**src/rtl/alu8_pair_exec.sv**
```systemverilog
module alu8_pair_exec #(
  parameter int W    = 8,
  parameter int IDXW = 5
) (
  input  logic            clk,
  input  logic            rst_n,
  input  logic            exec_en,
  input  logic [3:0]      op,
  input  logic            to_file,
  input  logic            use_imm,
  input  logic [IDXW-1:0] reg_idx,
  input  logic [W-1:0]    file_lo,
  input  logic [W-1:0]    file_hi,
  input  logic [W-1:0]    imm,
  output logic [W-1:0]    acc,
  output logic            c_flag,
  output logic            dc_flag,
  output logic            z_flag,
  output logic            wb_file,
  output logic            wb_pair,
  output logic [W-1:0]    wb_lo,
  output logic [W-1:0]    wb_hi
);
  localparam int H = W / 2;

  localparam logic [3:0] OP_ADD  = 4'd0;
  localparam logic [3:0] OP_ADDC = 4'd1;
  localparam logic [3:0] OP_SUB  = 4'd2;
  localparam logic [3:0] OP_SUBB = 4'd3;
  localparam logic [3:0] OP_CMP  = 4'd4;
  localparam logic [3:0] OP_AND  = 4'd5;
  localparam logic [3:0] OP_OR   = 4'd6;
  localparam logic [3:0] OP_XOR  = 4'd7;
  localparam logic [3:0] OP_NOT  = 4'd8;
  localparam logic [3:0] OP_CLR  = 4'd9;
  localparam logic [3:0] OP_SWAP = 4'd10;
  localparam logic [3:0] OP_RL   = 4'd11;
  localparam logic [3:0] OP_RR   = 4'd12;

  logic [W-1:0] opnd;
  logic         dst_file;
  logic         is_add, is_sub, is_arith;
  logic         cin, bin;
  logic [W:0]   sum, diff;
  logic [H:0]   nsum, ndiff;
  logic         pair_idx, pair_op;
  logic [W-1:0] hi_next;

  logic [W-1:0] res;
  logic         c_n, dc_n, z_n;
  logic         writes;

  assign opnd     = use_imm ? imm : file_lo;
  assign dst_file = to_file & ~use_imm;

  assign is_add   = (op == OP_ADD) || (op == OP_ADDC);
  assign is_sub   = (op == OP_SUB) || (op == OP_SUBB) || (op == OP_CMP);
  assign is_arith = is_add || (op == OP_SUB) || (op == OP_SUBB);

  assign cin = (op == OP_ADDC) & c_flag;
  assign bin = (op == OP_SUBB) & ~c_flag;

  assign sum   = {1'b0, acc} + {1'b0, opnd} + {{W{1'b0}}, cin};
  assign nsum  = {1'b0, acc[H-1:0]} + {1'b0, opnd[H-1:0]} + {{H{1'b0}}, cin};
  assign diff  = {1'b0, opnd} - {1'b0, acc} - {{W{1'b0}}, bin};
  assign ndiff = {1'b0, opnd[H-1:0]} - {1'b0, acc[H-1:0]} - {{H{1'b0}}, bin};

  assign pair_idx = (reg_idx == IDXW'(5))  || (reg_idx == IDXW'(7)) ||
                    (reg_idx == IDXW'(9))  || (reg_idx == IDXW'(13)) ||
                    (reg_idx == IDXW'(17));
  assign pair_op  = dst_file & pair_idx & is_arith;
  assign hi_next  = is_add ? file_hi + {{(W-1){1'b0}}, sum[W]}
                           : file_hi - {{(W-1){1'b0}}, diff[W]};

  assign writes = (op <= OP_RR) && (op != OP_CMP);

  always_comb begin
    res  = opnd;
    c_n  = c_flag;
    dc_n = dc_flag;
    z_n  = z_flag;
    unique case (op)
      OP_ADD, OP_ADDC: begin
        res  = sum[W-1:0];
        c_n  = sum[W];
        dc_n = nsum[H];
        z_n  = (sum[W-1:0] == '0);
      end
      OP_SUB, OP_SUBB, OP_CMP: begin
        res  = diff[W-1:0];
        c_n  = ~diff[W];
        dc_n = ~ndiff[H];
        z_n  = (diff[W-1:0] == '0);
      end
      OP_AND: begin res = acc & opnd; z_n = (res == '0); end
      OP_OR:  begin res = acc | opnd; z_n = (res == '0); end
      OP_XOR: begin res = acc ^ opnd; z_n = (res == '0); end
      OP_NOT: begin res = ~opnd;      z_n = (res == '0); end
      OP_CLR: begin res = '0;         z_n = 1'b1;        end
      OP_SWAP: res = {opnd[H-1:0], opnd[W-1:H]};
      OP_RL: begin
        res = {opnd[W-2:0], c_flag};
        c_n = opnd[W-1];
      end
      OP_RR: begin
        res = {c_flag, opnd[W-1:1]};
        c_n = opnd[0];
      end
      default: ;
    endcase
  end

  always_ff @(posedge clk) begin
    if (!rst_n) begin
      acc     <= '0;
      c_flag  <= 1'b0;
      dc_flag <= 1'b0;
      z_flag  <= 1'b0;
      wb_file <= 1'b0;
      wb_pair <= 1'b0;
      wb_lo   <= '0;
      wb_hi   <= '0;
    end else begin
      wb_file <= exec_en & writes & dst_file;
      wb_pair <= exec_en & pair_op;
      if (exec_en) begin
        c_flag  <= c_n;
        dc_flag <= dc_n;
        z_flag  <= z_n;
        wb_lo   <= res;
        if (pair_op) wb_hi <= hi_next;
        if (writes && !dst_file) acc <= res;
      end
    end
  end
endmodule

```
**config.mk**
```make
export PLATFORM = sky130hd
export DESIGN_NAME = alu8_pair_exec
export DESIGN_NICKNAME = d
export VERILOG_FILES = /design/src/rtl/alu8_pair_exec.sv
export SDC_FILE = /design/constraint.sdc
export NUM_CORES = 1
export LEC_CHECK = 0
export BUFFER_PORTS_ARGS = -buffer_cell sky130_fd_sc_hd__buf_2
export CORE_ASPECT_RATIO = 0.6
export CORE_MARGIN = 2
export CORE_UTILIZATION = 57
export DETAILED_ROUTE_END_ITERATION = 8
export GPL_TIMING_DRIVEN = 0
export PLACE_DENSITY_LB_ADDON = 0.2
export SLEW_MARGIN = 20
export SYNTH_ARGS = -nofsm -noshare
export SYNTH_HDL_FRONTEND = slang
export SYNTH_SLANG_ARGS = --single-unit
```
**constraint.sdc**
```tcl
create_clock -name clk -period 5.5 [get_ports clk]
set_input_delay 0.55 -clock clk [delete_from_list [all_inputs] [get_ports clk]]
set_output_delay 0.55 -clock clk [all_outputs]
set_load 0.05 [all_outputs]
```
==> flow_metrics.py, run 1 <==
metrics = {
    "outcome": {
        "status": "completed",
    },
    "drt": {
        "wl_mm": 13.5,
        "wl_per_cell_microns": 21.2,
        "via_per_inst": 6.74,
        "vias": 4300,
        "route.detailed.drc": 0,
        "drt_iter0_markers": 633,
        "antenna_left": 0,
        "firstDrtPassIters": 5,
    },
    "critical_path": {
        "cp_top_family": "simple AND/OR/NAND/NOR gates",
        "worstPathArrival_ns": 5.53,
        "worstReg2RegStart": "c_flag",
        "path_max_fanout": 10,
        "endpoint_kind": "register",
        "reg2reg_depth": 17,
        "worstReg2RegEnd": "wb_hi[6]",
        "startpoint_type": "input port",
        "slowest_stage": "or4_1",
        "critPathBufInv": 5,
        "worstSetupPathType": "input port to register",
        "cp_slowest_stage_delay_ns": 0.57,
        "crit_path_cell_trace": "buf_2 -> clkbuf_1 -> clkbuf_2 -> or4_1 -> fa_1 -> inv_1 -> fa_1 -> nor3b_2 -> o21ai_2 -> mux2i_1 -> nor3_4 -> buf_4 -> o21bai_1 -> ha_1 -> ha_1 -> or3_1 -> nor4_1 -> and2_1 -> or4_1 -> nand3_1",
        "r2r_slack_ns": 0.81,
        "required_ns": 5.73,
    },
    "logic_synthesis": {
        "synthFlopType": "dfxtp_1",
        "synth_xor_area_frac": 0.0378,
        "synth.distinct_cells": 65,
        "yosys.area_share.simple": 0.277,
        "ys_warn_count": 0,
        "yosys_register_bits": 29,
        "syn_area_sq_um": 3470,
        "syn_area_per_cell_sq_um": 7.15,
        "async_flop_share": 0,
        "muxShareOfSynthArea": 0.0562,
        "synth_top_family_by_area": "simple AND/OR/NAND/NOR gates",
        "synthCells": 486,
        "syn_nets": 558,
        "synth-edff-count": 0,
        "synth_compound_area_frac": 0.258,
        "synthAdderAreaFrac": 0.131,
        "yosysSeqAreaShare": 0.167,
    },
    "cts": {
        "ctsHoldBuffers": 0,
        "worstSkewPairLatency_ns": 0.29,
        "cts_made_buffers": 5,
        "clkSlewWorstSetupHoldPaths_ns": 0.07,
        "clock-sinks": 29,
        "root_buffer": "clkbuf_8",
        "cts.htree.levels": 2,
        "cts_setup_buffers": 0,
        "cts_buffer_depth": 2,
        "cts_tree": "built",
    },
    "layout": {
        "final_cell_area_sq_um": 3990,
        "drive_gt1_frac": 0.171,
        "area_growth_pct": 14.9,
        "layout_common_cells": "buf_2, nand2_1, o21ai_0",
        "layout_commonest_cell": "buf_2",
        "postLayoutCoreUtil": 0.697,
        "fin_nets": 628,
    },
    "pwr": {
        "p_seq_frac": 0.264,
        "clkPwrFrac": 0.197,
        "power_switching_mw": 0.425,
        "ir_drop_mv": 0.175,
        "p_int_mw": 0.471,
        "power.share.switching": 0.475,
        "power.density_nw_per_um2": 224,
        "leakagePower_nw": 1.72,
        "combPwrFrac": 0.539,
    },
    "grt": {
        "grt-ovfl-total": 0,
        "grt_pass1_wl_mm": 21.2,
        "antenna_found_initial": 0,
        "grt_pass1_vias": 3831,
        "grt_max_degree": 11,
        "grt_usage": 0.404,
    },
    "floorplanning": {
        "placementRows": 21,
        "core_area_sq_um": 5730,
        "start_util": 0.606,
        "die_h_microns": 64.5,
        "pin_count": 67,
        "die_x_microns": 105,
        "die_area_sq_um": 6750,
    },
    "placement": {
        "dpl-instance-area_sq_um": 3900,
        "post-place-ws_ns": -0.103,
        "dp_hpwl_mm": 10.6,
        "gp_congestion": 1.05,
        "port_buffers": 63,
    },
    "timing": {
        "fin_ws_ns": 0.200,
        "fin_crit_sh": 0.964,
        "worst_pin_slew_ns": 0.987,
        "max-slew-margin-rel": 0.323,
        "fmax_mhz": 189,
        "drv_slew": 0,
        "clock_skew_ns": 0.00835,
        "rsz0062_at_grt": "false",
        "hold_violations": 0,
        "fin_crit_ns": 5.30,
        "setup_viol": 0,
    },
    "min_path": {
        "min_from": "wb_hi[2]",
        "hold-path-endpoint": "wb_hi[2]",
        "holdPathStages": 2,
        "hold_class": "register to register",
    },
    "job": {
        "drv_cap": 0,
    },
}
[tightest hold or removal path: cells and delay by family (launching register included)]
kind | cells | cell delay (ns)
flip-flops | 1 | 0.31
AO/OA/AOI/OAI | 1 | 0.06
AND/OR/NAND/NOR | 1 | 0.05
[Yosys cell counts (all sizes together), types with 3 or more instances]
library cell,number,area (sq um)
and3,5,31.3
inv,32,120
dfxtp,29,581
clkbuf,22,83.8
o211ai,7,57.6
xor2,6,52.6
xnor2,9,78.8
o31ai,3,22.5
a31o,3,26.3
buf,9,45.1
nor3,17,96.4
or3,4,25.0
nor4,10,62.6
or2,3,18.8
a32o,3,30.0
nand4,3,18.8
a22oi,3,22.5
fa,4,80.1
nor2b,16,100
o21ai,49,249
or4,3,22.5
nand4b,3,26.3
a32oi,3,26.3
nor2,33,126
a31oi,5,31.3
mux2i,18,184
nor3b,3,22.5
ha,30,375
nand3b,7,52.6
o22ai,7,43.8
nand2b,5,31.3
a21oi,27,135
nand3,22,110
a2111oi,3,26.3
a221oi,7,61.3
a211oi,5,37.5
nand2,45,169
[cells by family (layout without fill, tap and decap cells)]
group / Yosys count / in the layout
AO/OA/AOI/OAI: 140 / 140
flip-flops: 29 / 29
XOR/XNOR: 15 / 15
other: 0 / 1
AND/OR/NAND/NOR: 185 / 185
buffers and inverters: 64 / 135
multiplexers: 19 / 19
adder cells (fa/ha/maj): 34 / 34
[repair_timing]
action | 4_1_cts | 5_1_grt
resized for setup | 0 | 4
endpoints found under the setup margin | 0 | 5
hold endpoints to repair | 0 | 0
[worst max path at each step]
stage / from / endpoint / slack [ns] / depth (start not counted)
floorplan: op[3] / wb_hi[6] / 1.0 / 19
global placement: op[3] / wb_hi[6] / -0.002 / 20
detailed placement: use_imm / wb_hi[6] / -0.10 / 20
CTS: use_imm / wb_hi[6] / 0.17 / 20
global route: op[3] / wb_hi[6] / 0.02 / 20
finish: op[3] / wb_hi[6] / 0.20 / 20
[stage by stage]
step | hold slack, ns | power (mW) | setup TNS (ns) | std cells
after global routing | 0.501 | 0.937 | 0 | 637
final | 0.478 | 0.896 | 0 | 638
after global placement | 0.452 | 0.687 | -0.00243 | 629
after detailed placement | 0.462 | 0.697 | -0.103 | 630
after CTS | 0.479 | 0.869 | 0 | 638
after floorplan | 0.690 | 0.564 | 0 | 486
[power by group through the flow]
stage	clock (mW)	sequential, mW	combinational, mW
final	0.177	0.236	0.483
after global placement	0	0.240	0.448
after global routing	0.183	0.238	0.516
after detailed placement	0	0.241	0.457
after floorplan	0	0.282	0.281
after CTS	0.174	0.236	0.460
[state kept, by name (all words and copies together), names as in the netlist]
register  count
acc           8
wb_hi         8
wb_lo         8
c_flag        1
dc_flag       1
wb_file       1
wb_pair       1
z_flag        1
[metal layers]
| metal | GRT usage | part of all wire | vias up | routed length, microns |
|---|---|---|---|---|
| met5 | 0 | 0 | - | 0 |
| met4 | 0.0650 | 0.018 | 0 | 243 |
| met3 | 0.172 | 0.19 | 30 | 2530 |
| met2 | 0.556 | 0.38 | 387 | 5090 |
| met1 | 0.587 | 0.42 | 1973 | 5650 |
| li1 | - | - | 1910 | - |
[area by class of cell]
class                   instances  area, sq um
diodes                          1         2.50
plain buffers                  30          126
clock buffers                   6         72.6
clock inverters                 2         10.0
fillers                       515         1740
inverters                      33          124
multi-input cells             393         2650
flip-flops and latches         29          581
well taps                      80          100
repair buffers                 64          323
(Power assumes the default switching activity.)
==> inputs of run 2 (changes only) <==
- CORE_ASPECT_RATIO: 0.6 -> 1.1
==> run 2 against run 1 <==
Against the previous run:
- die area decreased by 0.29%
- clock power hardly changed
- clock skew down 0.0059 ns
- non-clock buffer count unchanged
- critical endpoint unchanged
- utilization shrank 1.6 points
- fmax down 0.62%
- critical path type unchanged
- worst hold slack improved by 0.0019 ns
- cell count down 0.78%
- via count down 0.79%
- largest power group unchanged
==> flow_metrics.py, run 2 (synthesis gave the netlist of run 1 again) <==
metrics = {
    "outcome": {
        "status": "completed",
    },
    "cts": {
        "cts_tree": "built",
        "clock-sinks": 29,
        "cts_made_buffers": 5,
        "cts_setup_buffers": 0,
        "ctsHoldBuffers": 0,
        "cts.repair.resized": 0,
        "worstSkewPairLatency_ns": 0.28,
        "cts.htree.levels": 2,
        "root_buffer": "clkbuf_8",
        "cts_buffer_depth": 2,
        "clkSlewWorstSetupHoldPaths_ns": 0.06,
    },
    "layout": {
        "fillers": 523,
        "reg_top3": "acc: 8 flops, wb_hi: 8 flops, wb_lo: 8 flops",
        "layout_commonest_cell": "buf_2",
        "area_growth_pct": 14.5,
        "drive_gt1_frac": 0.162,
        "fin_nets": 628,
        "n_antenna_cell": 0,
        "layout_common_cells": "buf_2, nand2_1, o21ai_0",
        "stdcell_count": 633,
        "postLayoutCoreUtil": 0.681,
    },
    "timing": {
        "max-slew-margin-rel": 0.361,
        "drv_slew": 0,
        "fin_crit_sh": 0.970,
        "setup_viol": 0,
        "fin_crit_ns": 5.33,
        "tns_ns": 0,
        "clock_skew_ns": 0.00247,
        "rsz0062_at_grt": "false",
        "fin_ws_ns": 0.167,
        "worst_pin_slew_ns": 0.931,
        "fmax_mhz": 187,
        "hold_violations": 0,
    },
    "grt": {
        "grt_pass1_wl_mm": 20.5,
        "grt-ovfl-total": 0,
        "antenna_found_initial": 0,
        "grt_usage": 0.392,
        "grt_max_degree": 11,
        "grt_pass1_vias": 3944,
    },
    "pwr": {
        "p_seq_frac": 0.271,
        "p_int_mw": 0.481,
        "power_switching_mw": 0.399,
        "power.share.switching": 0.454,
        "clkPwrFrac": 0.200,
        "ir_drop_mv": 0.207,
        "combPwrFrac": 0.530,
        "p_total_mw": 0.880,
        "leakagePower_nw": 1.71,
        "power.density_nw_per_um2": 221,
    },
    "critical_path": {
        "required_ns": 5.66,
        "worstSetupPathType": "input port to register",
        "startpoint_type": "input port",
        "path_max_fanout": 10,
        "worstPathArrival_ns": 5.49,
        "endpoint_kind": "register",
    },
    "floorplanning": {
        "die_area_sq_um": 6730,
        "pin_count": 67,
        "die_x_microns": 78.4,
        "placementRows": 29,
        "die_h_microns": 85.9,
        "core_area_sq_um": 5840,
        "start_util": 0.595,
    },
    "drt": {
        "via_per_inst": 6.74,
        "wl_per_cell_microns": 20.5,
        "antenna_left": 0,
        "firstDrtPassIters": 5,
        "vias": 4266,
        "wl_mm": 13.0,
        "drt_iter0_markers": 550,
        "route.detailed.drc": 0,
    },
    "min_path": {
        "hold_class": "register to register",
    },
    "placement": {
        "dp_hpwl_mm": 9.98,
        "port_buffers": 63,
        "gp_congestion": 1.03,
        "post-place-ws_ns": 0.0213,
        "dp.cells": 626,
    },
    "job": {
        "drv_cap": 0,
    },
}
## run 2: cell types whose count changed in the layout (fill, tap and decap cells not counted)
cell,change
clkbuf_1,+2
clkinv_2,-2
buf_4,-1
clkbuf_2,-1
clkbuf_8,+1
diode_2,-1
mux2i_1,+1
mux2i_2,-1
nor3b_1,+1
nor3b_2,-1
## run 2: through the flow
stage	area [sq um]	hold WS [ns]
after detailed placement	3890	0.468
final	3980	0.480
after floorplan	3470	0.690
after global placement	3880	0.451
after CTS	3980	0.482
after global routing	3980	0.514
## run 2: power groups by stage
| stage | registers (mW) | logic [mW] | clock network [mW] |
|---|---|---|---|
| final | 0.238 | 0.466 | 0.176 |
| after CTS | 0.238 | 0.452 | 0.177 |
| after global routing | 0.239 | 0.503 | 0.188 |
| after global placement | 0.241 | 0.440 | 0 |
| after detailed placement | 0.242 | 0.449 | 0 |
| after floorplan | 0.282 | 0.281 | 0 |
## run 2: cell type report
class	instances	area, sq um	share of cell area
tap	77	96.3	0.0242
clock buffer	7	86.3	0.0217
sequential	29	581	0.146
timing repair buffer	63	315	0.0793
inverter	33	124	0.0312
multi-input combinational	393	2650	0.665
buffer	31	129	0.0324
## run 2: worst max-delay path, stage by stage
cell and delay [ns]:
buf_2 0.14, clkbuf_1 0.27, clkbuf_1 0.33, or4_1 0.59, fa_1 0.49, inv_1 0.11
fa_1 0.30, nor3b_1 0.33, o21ai_2 0.12, mux2i_1 0.38, nor3_4 0.12, buf_4 0.22
o21bai_1 0.16, ha_1 0.22, ha_1 0.22, or3_1 0.35, nor4_1 0.19, and2_1 0.19
or4_1 0.12, nand3_1 0.07
## run 2: per-layer routing
metal	global-route usage	part of all wire
met4	0.223	0.063
met5	0	0
met2	0.614	0.45
met3	0.0916	0.099
met1	0.496	0.39
## run 2: worst paths after layout
kind / start / to / slack [ns] / cells after the start
worst min-delay path: wb_hi[2] / wb_hi[2] / 0.48 / 2
worst min register to register: wb_hi[2] / wb_hi[2] / 0.48 / 2
worst max register to register: c_flag / wb_hi[6] / 0.81 / 17
worst max-delay path: op[3] / wb_hi[6] / 0.17 / 20
